[src/rtl/osp_pkg.sv]
package osp_pkg;

  // Synchronised view of the three control lines.
  typedef struct packed {
    logic rise_line;
    logic fall_line;
    logic clear_n;
  } osp_lines_t;

  // Rising edge of cur against its previous value, gated by an enable level.
  function automatic logic qual_rise(input logic cur, input logic prev,
                                     input logic enable);
    return cur & ~prev & enable;
  endfunction

  // Falling edge of cur against its previous value, gated by an enable level.
  function automatic logic qual_fall(input logic cur, input logic prev,
                                     input logic enable);
    return ~cur & prev & enable;
  endfunction

  // Width of a down-counter that must hold the value n.
  function automatic int cnt_width(input int n);
    return (n < 1) ? 1 : $clog2(n + 1);
  endfunction

endpackage

[src/rtl/osp_sync.sv]
module osp_sync #(
  parameter int W      = 3,
  parameter int STAGES = 2
) (
  input  logic         clk,
  input  logic         rst_n,
  input  logic [W-1:0] d,
  output logic [W-1:0] q
);

  logic [W-1:0] stg [STAGES];

  for (genvar g = 0; g < STAGES; g++) begin : g_stage
    if (g == 0) begin : g_first
      always_ff @(posedge clk or negedge rst_n) begin
        if (!rst_n) stg[g] <= '0;
        else        stg[g] <= d;
      end
    end else begin : g_next
      always_ff @(posedge clk or negedge rst_n) begin
        if (!rst_n) stg[g] <= '0;
        else        stg[g] <= stg[g-1];
      end
    end
  end

  assign q = stg[STAGES-1];

endmodule

[src/rtl/osp_trig_detect.sv]
module osp_trig_detect
  import osp_pkg::*;
(
  input  logic       clk,
  input  logic       rst_n,
  input  osp_lines_t lines,
  output logic       rise_ok,
  output logic       fall_ok
);

  logic rise_prev;
  logic fall_prev;

  always_ff @(posedge clk or negedge rst_n) begin
    if (!rst_n) begin
      rise_prev <= 1'b0;
      fall_prev <= 1'b0;
    end else begin
      rise_prev <= lines.rise_line;
      fall_prev <= lines.fall_line;
    end
  end

  // A rising edge counts only with the other line high; a falling edge only with the other line low.
  assign rise_ok = qual_rise(lines.rise_line, rise_prev,
                             lines.fall_line & lines.clear_n);
  assign fall_ok = qual_fall(lines.fall_line, fall_prev,
                             ~lines.rise_line & lines.clear_n);

endmodule

[src/rtl/osp_lockout.sv]
module osp_lockout
  import osp_pkg::*;
#(
  parameter int RECOVER_CYCLES = 4
) (
  input  logic clk,
  input  logic rst_n,
  input  logic clear_n_s,
  output logic locked
);

  localparam int RW = cnt_width(RECOVER_CYCLES);
  localparam logic [RW-1:0] LOAD = RW'(RECOVER_CYCLES);

  logic [RW-1:0] rec_cnt;

  always_ff @(posedge clk or negedge rst_n) begin
    if (!rst_n)                rec_cnt <= LOAD;
    else if (!clear_n_s)       rec_cnt <= LOAD;
    else if (rec_cnt != '0)    rec_cnt <= rec_cnt - 1'b1;
  end

  assign locked = ~clear_n_s | (rec_cnt != '0);

endmodule

[src/rtl/osp_timer.sv]
module osp_timer #(
  parameter int PERIOD_W   = 24,
  parameter bit NON_RETRIG = 1'b0
) (
  input  logic                clk,
  input  logic                rst_n,
  input  logic                clear_n_s,
  input  logic                fire_req,
  input  logic [PERIOD_W-1:0] period,
  output logic                accept,
  output logic                pulse
);

  localparam logic [PERIOD_W-1:0] ONE = PERIOD_W'(1);

  logic [PERIOD_W-1:0] elapsed;
  logic [PERIOD_W-1:0] length_q;

  // Pulse has run its length once the count reaches it (length 0 behaves as 1).
  function automatic logic run_done(input logic [PERIOD_W-1:0] cnt,
                                    input logic [PERIOD_W-1:0] len);
    return cnt >= len;
  endfunction

  if (NON_RETRIG) begin : g_nonretrig
    assign accept = fire_req & ~pulse;
  end else begin : g_retrig
    assign accept = fire_req;
  end

  always_ff @(posedge clk or negedge rst_n) begin
    if (!rst_n) begin
      pulse    <= 1'b0;
      elapsed  <= '0;
      length_q <= '0;
    end else if (!clear_n_s) begin
      pulse    <= 1'b0;
      elapsed  <= '0;
    end else if (accept) begin
      pulse    <= 1'b1;
      elapsed  <= ONE;
      length_q <= period;
    end else if (pulse) begin
      if (run_done(elapsed, length_q)) pulse   <= 1'b0;
      else                             elapsed <= elapsed + ONE;
    end
  end

endmodule

[src/rtl/oneshot_pulse_gen.sv]
module oneshot_pulse_gen
  import osp_pkg::*;
#(
  parameter int PERIOD_W       = 24,
  parameter int RECOVER_CYCLES = 4,
  parameter bit NON_RETRIG     = 1'b0,
  parameter int SYNC_STAGES    = 2
) (
  input  logic                clk,
  input  logic                rst_n,
  input  logic                trig_rise_i,
  input  logic                trig_fall_i,
  input  logic                clear_n_i,
  input  logic [PERIOD_W-1:0] period_cycles,
  output logic                pulse_o,
  output logic                pulse_n_o
);

  localparam int NLINES = $bits(osp_lines_t);

  osp_lines_t lines_s;
  logic       rise_ok;
  logic       fall_ok;
  logic       locked;
  logic       fire_req;
  logic       trig_fire;
  logic       clr_sync;
  logic       pulse_q;

  osp_sync #(.W(NLINES), .STAGES(SYNC_STAGES)) u_sync (
    .clk   (clk),
    .rst_n (rst_n),
    .d     ({trig_rise_i, trig_fall_i, clear_n_i}),
    .q     (lines_s)
  );

  assign clr_sync = lines_s.clear_n;

  osp_trig_detect u_detect (
    .clk     (clk),
    .rst_n   (rst_n),
    .lines   (lines_s),
    .rise_ok (rise_ok),
    .fall_ok (fall_ok)
  );

  osp_lockout #(.RECOVER_CYCLES(RECOVER_CYCLES)) u_lock (
    .clk       (clk),
    .rst_n     (rst_n),
    .clear_n_s (clr_sync),
    .locked    (locked)
  );

  assign fire_req = (rise_ok | fall_ok) & ~locked;

  osp_timer #(.PERIOD_W(PERIOD_W), .NON_RETRIG(NON_RETRIG)) u_timer (
    .clk       (clk),
    .rst_n     (rst_n),
    .clear_n_s (clr_sync),
    .fire_req  (fire_req),
    .period    (period_cycles),
    .accept    (trig_fire),
    .pulse     (pulse_q)
  );

  assign pulse_o   = pulse_q;
  assign pulse_n_o = ~pulse_q;

endmodule

[config.mk]
export PLATFORM = sky130hd
export DESIGN_NAME = oneshot_pulse_gen
export DESIGN_NICKNAME = d
export VERILOG_FILES = /design/src/rtl/osp_pkg.sv /design/src/rtl/osp_sync.sv /design/src/rtl/osp_trig_detect.sv /design/src/rtl/osp_lockout.sv /design/src/rtl/osp_timer.sv /design/src/rtl/oneshot_pulse_gen.sv
export SDC_FILE = /design/constraint.sdc
export NUM_CORES = 1
export LEC_CHECK = 0
export ABC_CLOCK_PERIOD_IN_PS = 3550
export BUFFER_PORTS_ARGS = -buffer_cell sky130_fd_sc_hd__buf_2
export CORE_ASPECT_RATIO = 1.75
export CORE_MARGIN = 4
export CORE_UTILIZATION = 59
export DETAILED_ROUTE_END_ITERATION = 8
export GPL_ROUTABILITY_DRIVEN = 0
export PLACE_DENSITY = 0.79
export SLEW_MARGIN = 30
export SYNTH_ARGS = -nofsm -noshare
export SYNTH_HDL_FRONTEND = slang
export SYNTH_SLANG_ARGS = --single-unit
[constraint.sdc]
create_clock -name clk -period 3.55 [get_ports clk]
set_input_delay 0.71 -clock clk [delete_from_list [all_inputs] [get_ports clk]]
set_output_delay 0.71 -clock clk [all_outputs]
set_load 0.005 [all_outputs]
==> impl_metrics.tcl <==
set metrics [dict create \
    cts_made_buffers 9 \
    finalSetupTns_ns 0 \
    multiInputGateArea_um2 1530 \
    post-cts-setup-buffers 0 \
    grt_max_degree 51 \
    fin_skew_ns 0.00845 \
    yosys.area.top_type "dfrtp_1" \
    rsz0062_at_grt "false" \
    vias 2619 \
    drc 0 \
    final_cell_area_um2 3670 \
    vdd_drop_max_mv 0.376 \
    yosys_register_bits 60 \
    start_kind "flop" \
    tightest_slew_ns 0.922 \
    critPathMostFrequentCell "a21o_1" \
    drt-total-wl_um 6940 \
    max_slew_margin_pct 38.5 \
    grt_pass1_wl_um 11800 \
    cts_tree "yes" \
    core_um2 5300 \
    first_global_vias 2603 \
    yosysUniqueCellTypes 36 \
    insertedDiodeCount 0 \
    critPathArrivalTime_ns 3.06 \
    internal-power_w 0.00148 \
    avgSynthCellArea_um2 9.52 \
    crit-reg2reg-launch "u_timer.elapsed[13]$_DFFE_PN0P_" \
    r2r_end "u_timer.elapsed[13]$_DFFE_PN0P_" \
    grt_antenna_before_repair 0 \
    p_leak_nw 1.70 \
    die_h_um 106 \
    cellPowerDensity_nw_per_um2 564 \
    cpMaxStageDelayCell "or4_1" \
    min_path_type "primary input to async pin" \
    clkTransAtPathRegs_ns 0.07 \
    synth_top_area_share_pct 45.8 \
    seq_area_um2 1500 \
    antenna_left 0 \
    path_cells "ha_1 -> a21o_1 -> a21o_1 -> a2111oi_2 -> a31oi_2 -> buf_4 -> or4_1 -> a21oi_1" \
    synth-edff-count 0 \
    grt_usage_pct 22.5 \
    placedInstanceArea_um2 3430 \
    die-area_um2 6760 \
    drt_iter0_drc 169 \
    overflow 0 \
    cts_buffer_depth 2 \
    seqPwrFrac_pct 43.3 \
    first_pass_iters 4 \
    synth_seq_area_share_pct 46.6 \
    die_x_um 63.9 \
    r2r_cells 8 \
    worstSetupEndpoint "u_timer.elapsed[13]$_DFFE_PN0P_" \
    fin_crit_sh_pct 79.1 \
    critPathLaunch "u_timer.elapsed[13]$_DFFE_PN0P_" \
    sw_frac_of_total_pct 28.6 \
    cts-hold-fix-buffers 0 \
    clkSinkCount 60 \
    p_clk_share_pct 35.9 \
    synth.cell_area_um2 3230 \
    area_growth_pct 13.7 \
    cts_root_buf "clkbuf_8" \
    avgViaCountPerCell 5.89 \
    h-tree-depth 3 \
    hold_viol_final 0 \
    hold_slack_ns 0.349 \
    end_kind "flop" \
    place.port_buffers 30 \
    synthesis.nets 395 \
    critPathKind "flop to flop" \
    finalSetupViolCount 0 \
    ioPinCount 31 \
    period_needed_ns 2.81 \
    nets 422 \
    synthTopCellsByCount "dfrtp_1 (59), nand2_1 (35), inv_1 (31)" \
    critPathMaxStageDelay_ns 0.54 \
    num_rows 35 \
    synthCells 339 \
    synth_area_leaders "dfrtp_1 (46%), ha_1 (10%), o31ai_1 (4.9%)" \
    synth_most_common_cell "dfrtp_1" \
    rrSetupSlack_ns 0.74 \
    fmax_mhz 356 \
    worstPathRequired_ns 3.80 \
    worstPathMaxFanout 47 \
    p_switching_w 0.000592 \
    layout-drive-gt1-share_pct 15.1 \
    synth_warnings 0 \
    status "completed" \
    async_flop_share_pct 100 \
    dp_hpwl_um 4810 \
    ys.flop_type "dfrtp_1" \
    slew_viol_final 0 \
    pwr-share-comb_pct 20.9 \
    clk_latency_ns 0.34 \
    routedWlPerCell_um 15.6 \
    start_util_pct 60.9 \
    fillCellCount 421 \
    ctsResizeCount 0 \
    maxCapViolations 0 \
]
per-layer routing:
| metal | track usage (%) | part of all wire, % |
|---|---|---|
| met1 | 25.1 | 40 |
| met2 | 38.7 | 53 |
| met5 | 0 | 0 |
| met4 | 11.9 | 3.7 |
| met3 | 5.12 | 3.3 |
layout make-up:
class                   count  share of cell area, %
multi-input cells         229                   41.6
inverters                  31                   3.17
flip-flops and latches     60                   41.0
clock buffers               9                   3.38
repair buffers             35                   5.18
well taps                  74                   2.52
clock inverters             7                   3.14
how the worst min path moves through the flow:
| stage | start | endpoint | slack (ns) | depth (start not counted) |
|---|---|---|---|---|
| 2_1_floorplan | u_sync.stg[3]$_DFF_PN0_ | u_sync.q[0]$_DFF_PN0_ | 0.33 | 0 |
| 3_3_place_gp | u_sync.stg[3]$_DFF_PN0_ | u_sync.q[0]$_DFF_PN0_ | 0.33 | 0 |
| 3_5_place_dp | u_sync.stg[5]$_DFF_PN0_ | u_sync.q[2]$_DFF_PN0_ | 0.34 | 0 |
| 4_1_cts | u_sync.stg[3]$_DFF_PN0_ | u_sync.q[0]$_DFF_PN0_ | 0.36 | 0 |
| 5_1_grt | u_sync.stg[3]$_DFF_PN0_ | u_sync.q[0]$_DFF_PN0_ | 0.36 | 0 |
| 6_report | rst_n | u_timer.length_q[13]$_DFFE_PN0P_ | 0.35 | 1 |
power by group through the flow:
stage	Sequential [W]	Clock, W	Combinational (W)
4_1_cts	0.000896	0.000755	0.000437
6_report	0.000895	0.000742	0.000432
2_1_floorplan	0.000892	0	0.000310
5_1_grt	0.000910	0.000790	0.000504
3_5_place_dp	0.000907	0	0.000426
3_3_place_gp	0.000901	0	0.000408
placed cells by master, fill, tap and decap left out, types with 2 or more instances in the layout:
| cell | instances |
|---|---|
| inv_1 | 31 |
| a21oi_1 | 27 |
| mux2i_1 | 2 |
| buf_4 | 6 |
| a221o_1 | 2 |
| clkbuf_8 | 9 |
| nand3_1 | 14 |
| nor3_1 | 4 |
| o21a_1 | 2 |
| buf_2 | 29 |
| o21ai_0 | 26 |
| clkinv_2 | 2 |
| ha_1 | 27 |
| o31ai_1 | 21 |
| and4_1 | 3 |
| and3_1 | 9 |
| nand2b_1 | 4 |
| clkinvlp_4 | 2 |
| bufinv_16 | 3 |
| nand4_1 | 7 |
| a21o_1 | 5 |
| nand2_1 | 35 |
| nor2_1 | 7 |
| dfrtp_1 | 59 |
| or4_1 | 21 |
through the flow:
| stage | std cells | power [W] | util [%] | setup slack, ns |
|---|---|---|---|---|
| 2_1_floorplan | 339 | 0.00120 | - | 1.00 |
| 3_5_place_dp | 429 | 0.00133 | 64.7 | 0.782 |
| 5_1_grt | 445 | 0.00220 | 69.2 | 0.583 |
| 6_report | 445 | 0.00207 | 69.2 | 0.741 |
| 4_1_cts | 445 | 0.00209 | 69.2 | 0.768 |
| 3_3_place_gp | 429 | 0.00131 | 64.7 | 0.818 |
registers in the layout, summed over array words and instances (netlist names):
| name | count |
|---|---|
| u_timer.length_q | 24 |
| u_sync.stg | 3 |
| u_detect.fall_prev | 1 |
| u_detect.rise_prev | 1 |
| u_lock.rec_cnt | 3 |
| u_timer.pulse | 1 |
| u_sync.q | 3 |
| u_timer.elapsed | 24 |
critical path, delay by kind of cell (launching register included):
family	cells	cell delay [ns]
buf+inv	1	0.28
simple gates	1	0.54
flops	1	0.46
fa+ha+maj	1	0.32
compound gates	5	1.11
kinds of logic after synthesis:
logic type                 after synthesis  synth area share [%]
and+or+nand+nor                        109                  18.2
AOI/OAI and AO/OA                       89                  17.1
DFF                                     60                  46.6
buffers and inverters                   50                  6.40
adders and majority gates               27                  10.5
muxes                                    3                 0.970
xor gates and xnor gates                 1                 0.272
Power figures use the tool's default switching activity.
